<file path="src/rtl/tlb_pkg.sv">
package tlb_pkg;
  typedef enum logic [1:0] {
    FL_ALL     = 2'd0,
    FL_NONGLB  = 2'd1,
    FL_PAGE    = 2'd2,
    FL_RSVD    = 2'd3
  } flush_op_e;
endpackage

</file>
<file path="src/rtl/tlb_canon.sv">
module tlb_canon #(
  parameter int VA_W   = 24,
  parameter int IMPL_W = 16
) (
  input  logic [VA_W-1:0] va,
  output logic            ok
);
  localparam int UW = VA_W - IMPL_W;

  generate
    if (UW == 0) begin : g_full
      assign ok = 1'b1;
    end else begin : g_chk
      logic [UW-1:0] upper;
      assign upper = va[VA_W-1:IMPL_W];
      assign ok    = (upper == '0) || (upper == '1);
    end
  endgenerate
endmodule

</file>
<file path="src/rtl/tlb_array.sv">
module tlb_array #(
  parameter int N     = 8,
  parameter int VPN_W = 8,
  parameter int ASN_W = 8,
  parameter int PPN_W = 12,
  localparam int IW   = $clog2(N)
) (
  input  logic             clk,
  input  logic             rst_n,
  input  logic [VPN_W-1:0] lk_vpn,
  input  logic [ASN_W-1:0] lk_asn,
  output logic [N-1:0]     hit_vec,
  output logic [IW-1:0]    hit_idx,
  input  logic [IW-1:0]    rd_idx,
  output logic [PPN_W-1:0] rd_ppn,
  input  logic             ins_en,
  input  logic [VPN_W-1:0] ins_vpn,
  input  logic [ASN_W-1:0] ins_asn,
  input  logic             ins_glb,
  input  logic [PPN_W-1:0] ins_ppn,
  output logic [IW-1:0]    victim,
  input  logic             fl_all,
  input  logic             fl_nonglb,
  input  logic             fl_page,
  input  logic [VPN_W-1:0] fl_vpn,
  input  logic [ASN_W-1:0] fl_asn
);
  logic [N-1:0]     vld_q, vld_d, glb_q, fl_vec, wr_en;
  logic [VPN_W-1:0] vpn_q [N];
  logic [ASN_W-1:0] asn_q [N];
  logic [PPN_W-1:0] ppn_q [N];
  logic [IW-1:0]    ptr_q, ptr_d;

  genvar gi;
  generate
    for (gi = 0; gi < N; gi++) begin : g_slot
      assign hit_vec[gi] = vld_q[gi] && (vpn_q[gi] == lk_vpn) &&
                           (glb_q[gi] || (asn_q[gi] == lk_asn));
      assign fl_vec[gi]  = vld_q[gi] && (vpn_q[gi] == fl_vpn) &&
                           (glb_q[gi] || (asn_q[gi] == fl_asn));
      assign wr_en[gi]   = ins_en && (ptr_q == IW'(gi));
    end
  endgenerate

  always_comb begin
    hit_idx = '0;
    for (int i = N - 1; i >= 0; i--) begin
      if (hit_vec[i]) hit_idx = IW'(i);
    end
  end

  assign rd_ppn = ppn_q[rd_idx];
  assign victim = ptr_q;

  always_comb begin
    vld_d = vld_q;
    for (int i = 0; i < N; i++) begin
      if (fl_all)                       vld_d[i] = 1'b0;
      else if (fl_nonglb && !glb_q[i])  vld_d[i] = 1'b0;
      else if (fl_page && fl_vec[i])    vld_d[i] = 1'b0;
      else if (wr_en[i])                vld_d[i] = 1'b1;
    end
    ptr_d = ptr_q;
    if (ins_en) ptr_d = (ptr_q == IW'(N - 1)) ? '0 : ptr_q + 1'b1;
  end

  always_ff @(posedge clk or negedge rst_n) begin
    if (!rst_n) begin
      vld_q <= '0;
      ptr_q <= '0;
    end else begin
      vld_q <= vld_d;
      ptr_q <= ptr_d;
    end
  end

  always_ff @(posedge clk) begin
    for (int i = 0; i < N; i++) begin
      if (wr_en[i]) begin
        vpn_q[i] <= ins_vpn;
        asn_q[i] <= ins_asn;
        glb_q[i] <= ins_glb;
        ppn_q[i] <= ins_ppn;
      end
    end
  end
endmodule

</file>
<file path="src/rtl/tlb_mru.sv">
module tlb_mru #(
  parameter int N     = 8,
  parameter int DEPTH = 3,
  localparam int IW   = $clog2(N)
) (
  input  logic          clk,
  input  logic          rst_n,
  input  logic [N-1:0]  hit_vec,
  output logic          sc_hit,
  output logic [IW-1:0] sc_idx,
  input  logic          clr,
  input  logic          push,
  input  logic [IW-1:0] push_idx
);
  logic [IW-1:0]    idx_q [DEPTH];
  logic [IW-1:0]    idx_d [DEPTH];
  logic [DEPTH-1:0] sv_q, sv_d;

  always_comb begin
    sc_hit = 1'b0;
    sc_idx = '0;
    for (int s = DEPTH - 1; s >= 0; s--) begin
      if (sv_q[s] && hit_vec[idx_q[s]]) begin
        sc_hit = 1'b1;
        sc_idx = idx_q[s];
      end
    end
  end

  always_comb begin
    idx_d = idx_q;
    sv_d  = sv_q;
    if (clr) begin
      sv_d = '0;
    end else if (push) begin
      for (int s = DEPTH - 1; s >= 1; s--) begin
        idx_d[s] = idx_q[s-1];
        sv_d[s]  = sv_q[s-1];
      end
      idx_d[0] = push_idx;
      sv_d[0]  = 1'b1;
    end
  end

  always_ff @(posedge clk or negedge rst_n) begin
    if (!rst_n) begin
      sv_q <= '0;
      for (int s = 0; s < DEPTH; s++) idx_q[s] <= '0;
    end else begin
      sv_q <= sv_d;
      for (int s = 0; s < DEPTH; s++) idx_q[s] <= idx_d[s];
    end
  end
endmodule

</file>
<file path="src/rtl/asn_tlb.sv">
module asn_tlb #(
  parameter int N      = 8,
  parameter int VA_W   = 24,
  parameter int IMPL_W = 16,
  parameter int PG_W   = 8,
  parameter int ASN_W  = 8,
  parameter int PPN_W  = 12,
  parameter int DEPTH  = 3
) (
  input  logic             clk,
  input  logic             rst_n,
  input  logic             lk_valid,
  input  logic [VA_W-1:0]  lk_va,
  input  logic [ASN_W-1:0] lk_asn,
  output logic             rsp_valid,
  output logic             rsp_hit,
  output logic             rsp_fault,
  output logic [PPN_W-1:0] rsp_ppn,
  input  logic             ins_valid,
  input  logic [VA_W-1:0]  ins_va,
  input  logic [ASN_W-1:0] ins_asn,
  input  logic             ins_global,
  input  logic [PPN_W-1:0] ins_ppn,
  input  logic             fl_valid,
  input  logic [1:0]       fl_op,
  input  logic [VA_W-1:0]  fl_va,
  input  logic [ASN_W-1:0] fl_asn
);
  localparam int VPN_W = IMPL_W - PG_W;
  localparam int IW    = $clog2(N);

  tlb_pkg::flush_op_e op;
  logic             va_ok, lk_go, fl_en, ins_go, use_hit;
  logic [N-1:0]     hit_vec;
  logic [IW-1:0]    arr_idx, sc_idx, rd_idx, victim;
  logic             sc_hit, push;
  logic [IW-1:0]    push_idx;
  logic [PPN_W-1:0] rd_ppn;
  logic             rv_d, rh_d, rf_d;
  logic [PPN_W-1:0] rp_d;

  assign op     = tlb_pkg::flush_op_e'(fl_op);
  assign fl_en  = fl_valid && (op != tlb_pkg::FL_RSVD);
  assign ins_go = ins_valid && !fl_en;

  tlb_canon #(.VA_W(VA_W), .IMPL_W(IMPL_W)) u_canon (.va(lk_va), .ok(va_ok));

  assign lk_go = lk_valid && va_ok;

  tlb_array #(.N(N), .VPN_W(VPN_W), .ASN_W(ASN_W), .PPN_W(PPN_W)) u_array (
    .clk      (clk),
    .rst_n    (rst_n),
    .lk_vpn   (lk_va[IMPL_W-1:PG_W]),
    .lk_asn   (lk_asn),
    .hit_vec  (hit_vec),
    .hit_idx  (arr_idx),
    .rd_idx   (rd_idx),
    .rd_ppn   (rd_ppn),
    .ins_en   (ins_go),
    .ins_vpn  (ins_va[IMPL_W-1:PG_W]),
    .ins_asn  (ins_asn),
    .ins_glb  (ins_global),
    .ins_ppn  (ins_ppn),
    .victim   (victim),
    .fl_all   (fl_valid && (op == tlb_pkg::FL_ALL)),
    .fl_nonglb(fl_valid && (op == tlb_pkg::FL_NONGLB)),
    .fl_page  (fl_valid && (op == tlb_pkg::FL_PAGE)),
    .fl_vpn   (fl_va[IMPL_W-1:PG_W]),
    .fl_asn   (fl_asn)
  );

  tlb_mru #(.N(N), .DEPTH(DEPTH)) u_mru (
    .clk     (clk),
    .rst_n   (rst_n),
    .hit_vec (hit_vec),
    .sc_hit  (sc_hit),
    .sc_idx  (sc_idx),
    .clr     (fl_en),
    .push    (push),
    .push_idx(push_idx)
  );

  assign use_hit  = lk_go && (|hit_vec);
  assign rd_idx   = sc_hit ? sc_idx : arr_idx;
  assign push     = ins_go || use_hit;
  assign push_idx = ins_go ? victim : rd_idx;

  always_comb begin
    rv_d = lk_valid;
    rf_d = lk_valid && !va_ok;
    rh_d = use_hit;
    rp_d = use_hit ? rd_ppn : '0;
  end

  always_ff @(posedge clk or negedge rst_n) begin
    if (!rst_n) begin
      rsp_valid <= 1'b0;
      rsp_hit   <= 1'b0;
      rsp_fault <= 1'b0;
      rsp_ppn   <= '0;
    end else begin
      rsp_valid <= rv_d;
      rsp_hit   <= rh_d;
      rsp_fault <= rf_d;
      rsp_ppn   <= rp_d;
    end
  end
endmodule

</file>
<file path="config.mk">
export PLATFORM = sky130hd
export DESIGN_NAME = asn_tlb
export DESIGN_NICKNAME = d
export VERILOG_FILES = /design/src/rtl/tlb_pkg.sv /design/src/rtl/tlb_canon.sv /design/src/rtl/tlb_array.sv /design/src/rtl/tlb_mru.sv /design/src/rtl/asn_tlb.sv
export SDC_FILE = /design/constraint.sdc
export NUM_CORES = 1
export LEC_CHECK = 0
export BUFFER_PORTS_ARGS = -buffer_cell sky130_fd_sc_hd__clkbuf_2
export CORE_MARGIN = 2
export CORE_UTILIZATION = 60
export DETAILED_ROUTE_END_ITERATION = 12
export PLACE_DENSITY = 0.85
export SYNTH_ARGS = -nofsm -noshare
export SYNTH_HDL_FRONTEND = slang
export SYNTH_SLANG_ARGS = --single-unit
</file>
<file path="constraint.sdc">
create_clock -name clk -period 7.6 [get_ports clk]
set_clock_uncertainty 0.2 [all_clocks]
set_input_delay 1.52 -clock clk [delete_from_list [all_inputs] [get_ports clk]]
set_output_delay 1.52 -clock clk [all_outputs]
set_load 0.03 [all_outputs]
</file>
# Yosys cells after proc, flatten, opt, wreduce, memory -nomap -nowiden
# Memories as Yosys holds them, arrays and structs flattened.
# Cells that the tools add are included.
# classes
n_addsub,1
mul,0
n_div,0
n_lt_le_gt_ge,3
eq_ne,43
shift,0
muxes,137
bitwise_logic,1
reduce_logical,130
# op_table
operator,count
8-bit == test,32
8-bit OR reduction,15
8-bit two-way mux,14
3-bit two-way mux,37
12-bit two-way mux,8
12-bit OR reduction,7
1-bit two-way mux,75
1-bit logical AND,67
4-bit nonzero test,8
1-bit logical OR,18
3-bit == test (second input constant),4
3-bit by 4-bit less-than comparator with 1-bit output (second input constant),3
1-bit logical NOT,10
1-bit binary-select mux with 3-bit select,3
8-bit == test (second input constant),1
8-bit logical NOT,1
3-bit by 2-bit == test with 1-bit output (second input constant),2
3-bit by 1-bit adder with 3-bit output (second input constant),1
3-bit by 1-bit == test with 1-bit output (second input constant),1
3-bit logical NOT,1
2-bit by 1-bit == test with 1-bit output (second input constant),1
2-bit == test (second input constant),1
2-bit logical NOT,1
2-bit inequality test (second input constant),1
3 further kinds,3
# word_totals
ff_bits,46
latchBits,0
mem_bits_rw,224
mem_bits_ro,0
input_bits,116
output_inout_bits,15
wordCells,343
n_memories,3
# mem_list
memory,words,word_bits,rd,rd_clocked_by_memory_dff,write_ports,line,rtl
u_array.ppn_q,8,12,1,0,1,tlb_array.sv:31,logic [PPN_W-1:0] ppn_q [N];
u_array.asn_q,8,8,8,0,1,tlb_array.sv:30,logic [ASN_W-1:0] asn_q [N];
u_array.vpn_q,8,8,8,0,1,tlb_array.sv:29,logic [VPN_W-1:0] vpn_q [N];

# Logic depth before layout (Yosys ltp)
# Gate-level depths: netlist of run 1.
# logic_depth
depth_word,15
ltp_mapped,15
ltp_nobuf,11

# Cells and area by module
# A second synthesis of run 1 with hierarchy kept.
# hier_totals
cells_unflattened,879
area_unflattened_um2,13018.7
# modules_own_cells
module,instances,cells_per_inst,area_per_inst_um2,seq_area_each_um2
tlb_array,1,745,11474.8,7241.9
tlb_mru,1,82,847.1,300.3
asn_tlb,1,46,659.4,375.4
tlb_canon,1,6,37.5,0.0

# Least setup slack after synthesis of run 1
# No wires, ideal clock.
# synth_timing
path_type,input -> register
start,in lk_asn[5]
end,reg rsp_ppn[6]
setup_ps,120
arrival_ps,4258
required_ps,7280
path_slack_ps,3023
stages,13
path_buffers,2
path_cell_list,buf_4 -> xor2_1 -> nor4_1 -> a21oi_1 -> or4_1 -> and3_1 -> a2111oi_0 -> a211oi_1 -> o32ai_4 -> buf_4 -> mux2i_1 -> o22ai_1 -> a31o_1
# synth_between
elab_chain_cells,14
elab_cells_between_ends,52
cone_classes,eq/ne: 8; mux: 22; reduce/logical: 21; memory: 1
# synth_rtl
item,line,rtl
start: declaration,asn_tlb.sv:14,"input logic [ASN_W-1:0] lk_asn,"
8-bit == test,tlb_array.sv:38,(glb_q[gi] || (asn_q[gi] == lk_asn));
1-bit logical OR,tlb_array.sv:38,
1-bit logical AND,tlb_array.sv:37,assign hit_vec[gi] = vld_q[gi] && (vpn_q[gi] == lk_vpn) &&
3-bit two-way mux (8 in series),tlb_array.sv:48,if (hit_vec[i]) hit_idx = IW'(i);
3-bit two-way mux,asn_tlb.sv:84,assign rd_idx = sc_hit ? sc_idx : arr_idx;
memory 8 x 12 bit,--,
12-bit two-way mux *,asn_tlb.sv:92,rp_d = use_hit ? rd_ppn : '0;
via rp_d[6],asn_tlb.sv:40,logic [PPN_W-1:0] rp_d;
end signal: assignment,asn_tlb.sv:105,rsp_ppn <= rp_d;
end: declaration,asn_tlb.sv:18,"output logic [PPN_W-1:0] rsp_ppn,"
# Mark *: on every way through the listed nets, which the timed path passes. The rest lies on a longest branch. The select of a mux whose other input is x is not followed.
# A chain may end at the register's enable or synchronous reset.

# Worst setup path in the final report of run 1
# layout_timing
start,in lk_asn[5]
end,reg rsp_ppn[4]
# The elaborated chain is that of the path after synthesis.

==> flow_summary.json, run 1 <==
{
  "status": "completed",
  "start_util": 0.6069,
  "drive_above_1_share": 0.1549,
  "initialDrtViolationCount": 991,
  "min_period_over_period": 0.7278,
  "detailed_place.area_sq_um": 13640,
  "grt_usage": 0.2724,
  "reg2reg_from": "u_array.asn_q[3][15]",
  "fin_setup_tns_ns": 0,
  "die_h_um": 151.9,
  "nets": 1154,
  "wire_per_inst_um": 23.87,
  "worst-path-max-fanout": 19,
  "drc_errors": 0,
  "grt_antenna_before_repair": 2,
  "p_leak_nw": 5.230,
  "netlist_area_sq_um": 13120,
  "synth_cell_types": 66,
  "critPathMaxStageDelay_ns": 0.60,
  "fp-row-count": 54,
  "worstPathCellList": "clkbuf_2 > xor2_1 > nor4_1 > a21oi_1 > nor4_2 > o2111ai_1 > or4_4 > nand4_1 > a21boi_4 > nand3b_1 > o22ai_1 > a31o_1",
  "ys_seq_elements": 270,
  "worstMarginPinSlew_ns": 1.257,
  "r2r_cells": 11,
  "cts-buffers-inserted": 26,
  "final_area_sq_um": 14480,
  "drtAntennaViolNets": 0,
  "end_kind": "flop",
  "cts_max_level": 1,
  "hpwl_um": 21060,
  "hp-start": "u_mru.idx_q[3]",
  "fmax_ghz": 0.1808,
  "post_cts_buffers": 0,
  "cts_resized": 0,
  "r2r_end": "rsp_ppn[4]",
  "via_per_inst": 6.301,
  "slew_violations": 0,
  "regToRegSetupSlack_ns": 2.91,
  "max-slew-margin-rel": 0.1602,
  "crit_arrival_ns": 5.79,
  "hold_path_class": "reg2reg",
  "drt_wl_total_um": 31820,
  "cts_hold_buf": 0,
  "clk_pin_slew_ns": 0.06,
  "synth_warnings": 0,
  "cts-root-buf": "clkbuf_16",
  "synth.avg_cell_area_sq_um": 13.63,
  "worst_skew_pair.late_latency_ns": 0.53,
  "drt_pass1_iterations": 5,
  "die_w_um": 151.9,
  "grt-ovfl-total": 0,
  "register_area_sq_um": 7918,
  "crit_type": "in2reg",
  "cpMaxStageDelayCell": "nand3b_1",
  "synthesis.nets": 1085,
  "worst_slack_ns": 2.069,
  "fillers": 1539,
  "synth_top_flop_cell": "edfxtp_1",
  "syn_to_final_growth_pct": 10.36,
  "holdPathStages": 2,
  "crit_path_start": "lk_asn[5]",
  "hold_viol_final": 0,
  "cts_tree": "yes",
  "grt_max_degree": 50,
  "die-area_sq_um": 23070,
  "finalPower_mw": 3.927,
  "setup_viol": 0,
  "pre_cts_slack_ns": 1.687,
  "syn-instance-count": 963,
  "synth_edf_count": 232,
  "cts_sinks": 270,
  "io_buffers": 90,
  "drv_cap": 0,
  "yosysSeqAreaShare": 0.6034,
  "gp_congestion": 0.9829,
  "cp-start-kind": "primary input",
  "multi_input_area_sq_um": 4843,
  "core_area_sq_um": 21620,
  "grt_first_pass_wirelength_um": 48220,
  "clk_path_buf_depth": 3,
  "final_cell_mix": "232 x edfxtp_1, 203 x xor2_1, 90 x clkbuf_2",
  "mostFrequentLayoutCell": "edfxtp_1",
  "async_flop_share": 0.1407,
  "vdd_drop_max_mv": 0.2033,
  "critPathRequiredTime_ns": 7.86,
  "rsz0062_at_grt": "no",
  "power.density_nw_per_um2": 271.2,
  "fin_crit_ns": 5.531,
  "grt_pass1_vias": 8419,
  "io_pins": 131,
  "hold-path-endpoint": "u_mru.idx_q[3]",
  "via_count": 8399
}
## layout make-up
cell class / instances / area share
antenna: 1 / 0.0001728
clock buffer: 34 / 0.04917
clock inverter: 14 / 0.008382
inverter: 16 / 0.004148
multi-input combinational: 625 / 0.3345
sequential: 270 / 0.5468
tap: 280 / 0.02419
timing repair buffer: 93 / 0.03266
## synth_stat cells, drive strengths merged (2+ instances only)
master   count  area [sq um]
a2111oi      2         23.77
a211o       10         87.58
a211oi       4         30.03
a21boi       2         18.77
a21oi       24         120.1
a2bb2oi      8         70.07
a31o        12         105.1
a41o         2         20.02
and2         3         18.77
and3        11         68.82
buf         30         239.0
clkbuf      22         83.83
dfrtp       38         950.9
edfxtp     232          6967
ha           6         75.07
inv         16         60.06
mux2         6         67.56
mux2i       38         380.4
mux4         3         67.56
nand2       40         150.1
nand2b       3         18.77
nand3        7         40.04
nand3b       4         30.03
nand4       18         112.6
nor2        13         48.80
nor2b       11         68.82
nor3        10         50.05
nor4        58         390.4
o2111ai      2         17.52
o211ai       2         20.02
o21ai       26         133.9
o22ai       14         87.58
or2          3         18.77
or3          8         50.05
or3b         2         17.52
or4          3         26.27
xnor2       53         464.2
xor2       203          1778
## critical path: cells and delay by family
family          cells  cell delay (ns)
simple gates        5             2.23
compound gates      5             1.57
buf+inv             1             0.23
xor+xnor            1             0.22
## cell families after synthesis
family	count (synthesis)	synth area share
flops	270	0.6034
compound gates	119	0.06513
mux	47	0.03929
buf+inv	68	0.02918
fa+ha+maj	6	0.005721
simple gates	197	0.08639
xor+xnor	256	0.1709
## metal layers
metal,GRT usage,vias up,share of wire
li1,-,3702,-
met1,0.3678,4146,0.39
met2,0.4500,450,0.48
met3,0.04022,99,0.086
met4,0.1090,2,0.039
met5,0,-,0.00041
## stage by stage
stage,hold WS [ns],cells,util
5_1_grt,0.4094,1333,0.6697
2_1_floorplan,0.2857,963,-
3_3_place_gp,0.3129,1284,0.6311
6_report,0.3584,1333,0.6697
3_5_place_dp,0.3425,1284,0.6311
4_1_cts,0.3561,1332,0.6696
## sequential cells by signal (all words and copies together), names as in the netlist, 3 cells and up
register / count
u_array.asn_q: 64
rsp_ppn: 12
u_mru.idx_q: 9
u_array.ppn_q: 96
u_array.victim: 3
u_array.glb_q: 8
u_array.vld_q: 8
u_array.vpn_q: 64
u_mru.sv_q: 3
## how the worst max path moves through the flow
stage                       to  slack, ns  depth (start not counted)
floorplan           rsp_ppn[6]       3.02                         13
global placement    rsp_ppn[3]       1.72                         12
CTS                 rsp_ppn[4]       2.22                         12
global route        rsp_ppn[2]       1.88                         12
detailed placement  rsp_ppn[4]       1.69                         12
finish              rsp_ppn[4]       2.07                         12
## power breakdown
| part | internal [mW] | leakage [nW] | switching (mW) |
|---|---|---|---|
| Combinational | 0.305 | 2.21 | 0.472 |
| Sequential | 1.76 | 2.61 | 0.122 |
| Clock | 0.727 | 0.409 | 0.540 |
(Power assumes the default switching activity.)
==> run 2, diff against run 1 <==
--- a/config.mk
+++ b/config.mk
@@ -5,6 +5,7 @@
 export SDC_FILE = /design/constraint.sdc
 export NUM_CORES = 1
 export LEC_CHECK = 0
+export ABC_AREA = 1
 export BUFFER_PORTS_ARGS = -buffer_cell sky130_fd_sc_hd__clkbuf_2
 export CORE_MARGIN = 2
 export CORE_UTILIZATION = 60
==> constraint.sdc (replaced) <==
create_clock -name clk -period 5.75 [get_ports clk]
set_clock_uncertainty 0.2 [all_clocks]
set_input_delay 1.15 -clock clk [delete_from_list [all_inputs] [get_ports clk]]
set_output_delay 1.15 -clock clk [all_outputs]
set_load 0.03 [all_outputs]
==> run 2 against run 1 <==
  * Core utilization is 1.7 points higher
  * First-iteration DRC count is 28% higher
  * Clock power is 57% higher
  * Combinational power is 45% higher
  * Critical path type unchanged
  * Largest cell class unchanged
==> flow_summary.json, run 2 <==
{
  "routed-wl-met3_um": 3433,
  "synthTopCellsByCount": "371 x nand2_1, 232 x edfxtp_1, 185 x inv_1",
  "worst-path-max-fanout": 61,
  "final_area_sq_um": 15600,
  "finalPower_mw": 5.576,
  "die_h_um": 156.4,
  "clk_path_buf_depth": 3,
  "async_flop_share": 0.1407,
  "drv_cap": 0,
  "grt-ovfl-total": 0,
  "register_area_sq_um": 7918,
  "mostFrequentLayoutCell": "nand2_1",
  "grt_antenna_before_repair": 0,
  "met1_length_um": 14380,
  "syn-instance-count": 1458,
  "p_leak_nw": 6.497,
  "fillers": 1664,
  "rsz0062_at_grt": "no",
  "critPathRequiredTime_ns": 5.98,
  "r2r_cells": 19,
  "cts_sinks": 270,
  "yosysSeqAreaShare": 0.5681,
  "wl_met2_um": 17110,
  "drive_above_1_share": 0.1232,
  "synthesis.nets": 1580,
  "io_buffers": 90,
  "netlist.area_leader.share": 0.4999,
  "regToRegSetupSlack_ns": 2.04,
  "worst_slack_ns": 1.425,
  "synth_area_leaders": "edfxtp_1 50%, nand2_1 10%, dfrtp_1 6.8%",
  "max-slew-margin-rel": 0.1847,
  "cp-start-kind": "primary input",
  "slew_violations": 0,
  "synth_top_flop_cell": "edfxtp_1",
  "end_kind": "flop",
  "nets": 1658,
  "fmax_ghz": 0.2312,
  "crit_type": "in2reg",
  "grt_max_degree": 62,
  "syn_to_final_growth_pct": 11.91,
  "cts-root-buf": "clkbuf_16",
  "drt_pass1_iterations": 6,
  "hold_path_class": "reg2reg",
  "holdPathStages": 2,
  "hp-start": "u_mru.sv_q[2]",
  "power.density_nw_per_um2": 357.5,
  "crit_arrival_ns": 4.55,
  "largest_reg_flops": 96,
  "drtAntennaViolNets": 0,
  "critPathMaxStageDelay_ns": 0.60,
  "worstPathCellList": "clkbuf_2 > inv_1 > nand2_1 > nand2_1 > nor2_1 > nand3_1 > nor2_1 > nand2_1 > nand2_1 > nand3_1 > nand3_2 > nand3_2 > nor2_1 > nor2_1 > nand2_1 > nand2_4 > nand2_4 > nand2_1 > nand3_1 > nand2_1 > nor2_1 > nor2_1",
  "initialDrtViolationCount": 1265,
  "synth.avg_cell_area_sq_um": 9.558,
  "reg2reg_from": "u_array.asn_q[0][2]",
  "grt_first_pass_wirelength_um": 56340,
  "worstMarginPinSlew_ns": 1.214,
  "reg.largest.list": "u_array.ppn_q: 96 flops, u_array.asn_q: 64 flops, u_array.vpn_q: 64 flops",
  "hold_viol_final": 0,
  "cts_resized": 0,
  "hold-path-endpoint": "u_mru.sv_q[2]",
  "fp-row-count": 55,
  "detailed_place.area_sq_um": 14570,
  "diodes": 0,
  "netlist_area_sq_um": 13940,
  "start_util": 0.6137,
  "drc_errors": 0,
  "status": "completed",
  "synth.most_common_cell": "nand2_1",
  "synth_cell_types": 46,
  "cts_max_level": 1,
  "via_count": 10674,
  "die_w_um": 156.4,
  "pre_cts_slack_ns": 0.9915,
  "core_area_sq_um": 22710,
  "multi_input_area_sq_um": 5064,
  "grt_usage": 0.3031,
  "die-area_sq_um": 24460,
  "cpMostUsedCell": "nand2_1",
  "top_layer": "met4",
  "final_cell_mix": "371 x nand2_1, 232 x edfxtp_1, 185 x inv_1",
  "fin_hold_ws_ns": 0.3373,
  "fin_setup_tns_ns": 0,
  "grt_pass1_vias": 10510,
  "vdd_drop_max_mv": 0.2269,
  "setup_viol": 0,
  "place_inst": 1791,
  "clk_pin_slew_ns": 0.06,
  "wire_per_inst_um": 19.64,
  "post_cts_buffers": 0,
  "ys_seq_elements": 270,
  "cts_tree": "yes",
  "io_pins": 131,
  "worst_skew_pair.late_latency_ns": 0.55,
  "fin_crit_ns": 4.325,
  "hpwl_um": 24300,
  "cts-buffers-inserted": 28,
  "cts_hold_buf": 0,
  "cpMaxStageDelayCell": "nand2_4",
  "synth_edf_count": 232,
  "min_period_over_period": 0.7522,
  "gp_congestion": 0.9627,
  "fin_cells": 1843,
  "drt_wl_total_um": 36200,
  "final_util": 0.6867,
  "synth.largest_area_cell": "edfxtp_1",
  "r2r_end": "rsp_ppn[7]",
  "top_register": "u_array.ppn_q",
  "synth_warnings": 0,
  "via_per_inst": 5.792
}
[run 2: cell type report]
cell class | instances | area share
Sequential cell | 270 | 0.5077
Multi-Input combinational cell | 947 | 0.3247
Clock buffer | 32 | 0.04726
Inverter | 190 | 0.04573
Timing Repair Buffer | 99 | 0.03322
Tap cell | 285 | 0.02287
Clock inverter | 20 | 0.01853
[run 2: where the power goes]
part	internal (mW)	leakage (nW)	switching, mW
combinational	0.357	3.40	0.776
sequential	2.32	2.60	0.126
clock	1.24	0.497	0.758
[run 2: worst max-delay path by stage]
stage / endpoint / from / slack (ns)
floorplan: u_array.vld_q[5] / fl_op[1] / 1.89
global placement: rsp_ppn[11] / lk_va[8] / 1.06
detailed placement: rsp_ppn[7] / lk_va[8] / 0.99
CTS: rsp_ppn[7] / lk_va[8] / 1.55
global route: rsp_ppn[7] / lk_va[8] / 1.13
finish: rsp_ppn[7] / lk_va[8] / 1.42
[run 2: critical path: cells and delay by family]
kind          cells  cell delay [ns]
buf+inv           2             0.50
simple gates     20             2.85
[run 2: logic make-up after synthesis]
family / after synthesis / share of synthesized area
compound gates: 124 / 0.05989
xor+xnor: 123 / 0.07730
fa+ha+maj: 6 / 0.005387
buf+inv: 241 / 0.07281
flops: 270 / 0.5681
simple gates: 694 / 0.2165
[run 2: per-layer routing]
metal  GRT usage  up-vias
li1            -     5003
met1      0.4109     5001
met2      0.4993      577
met3     0.04016       93
met4      0.1223        0
met5           0        -
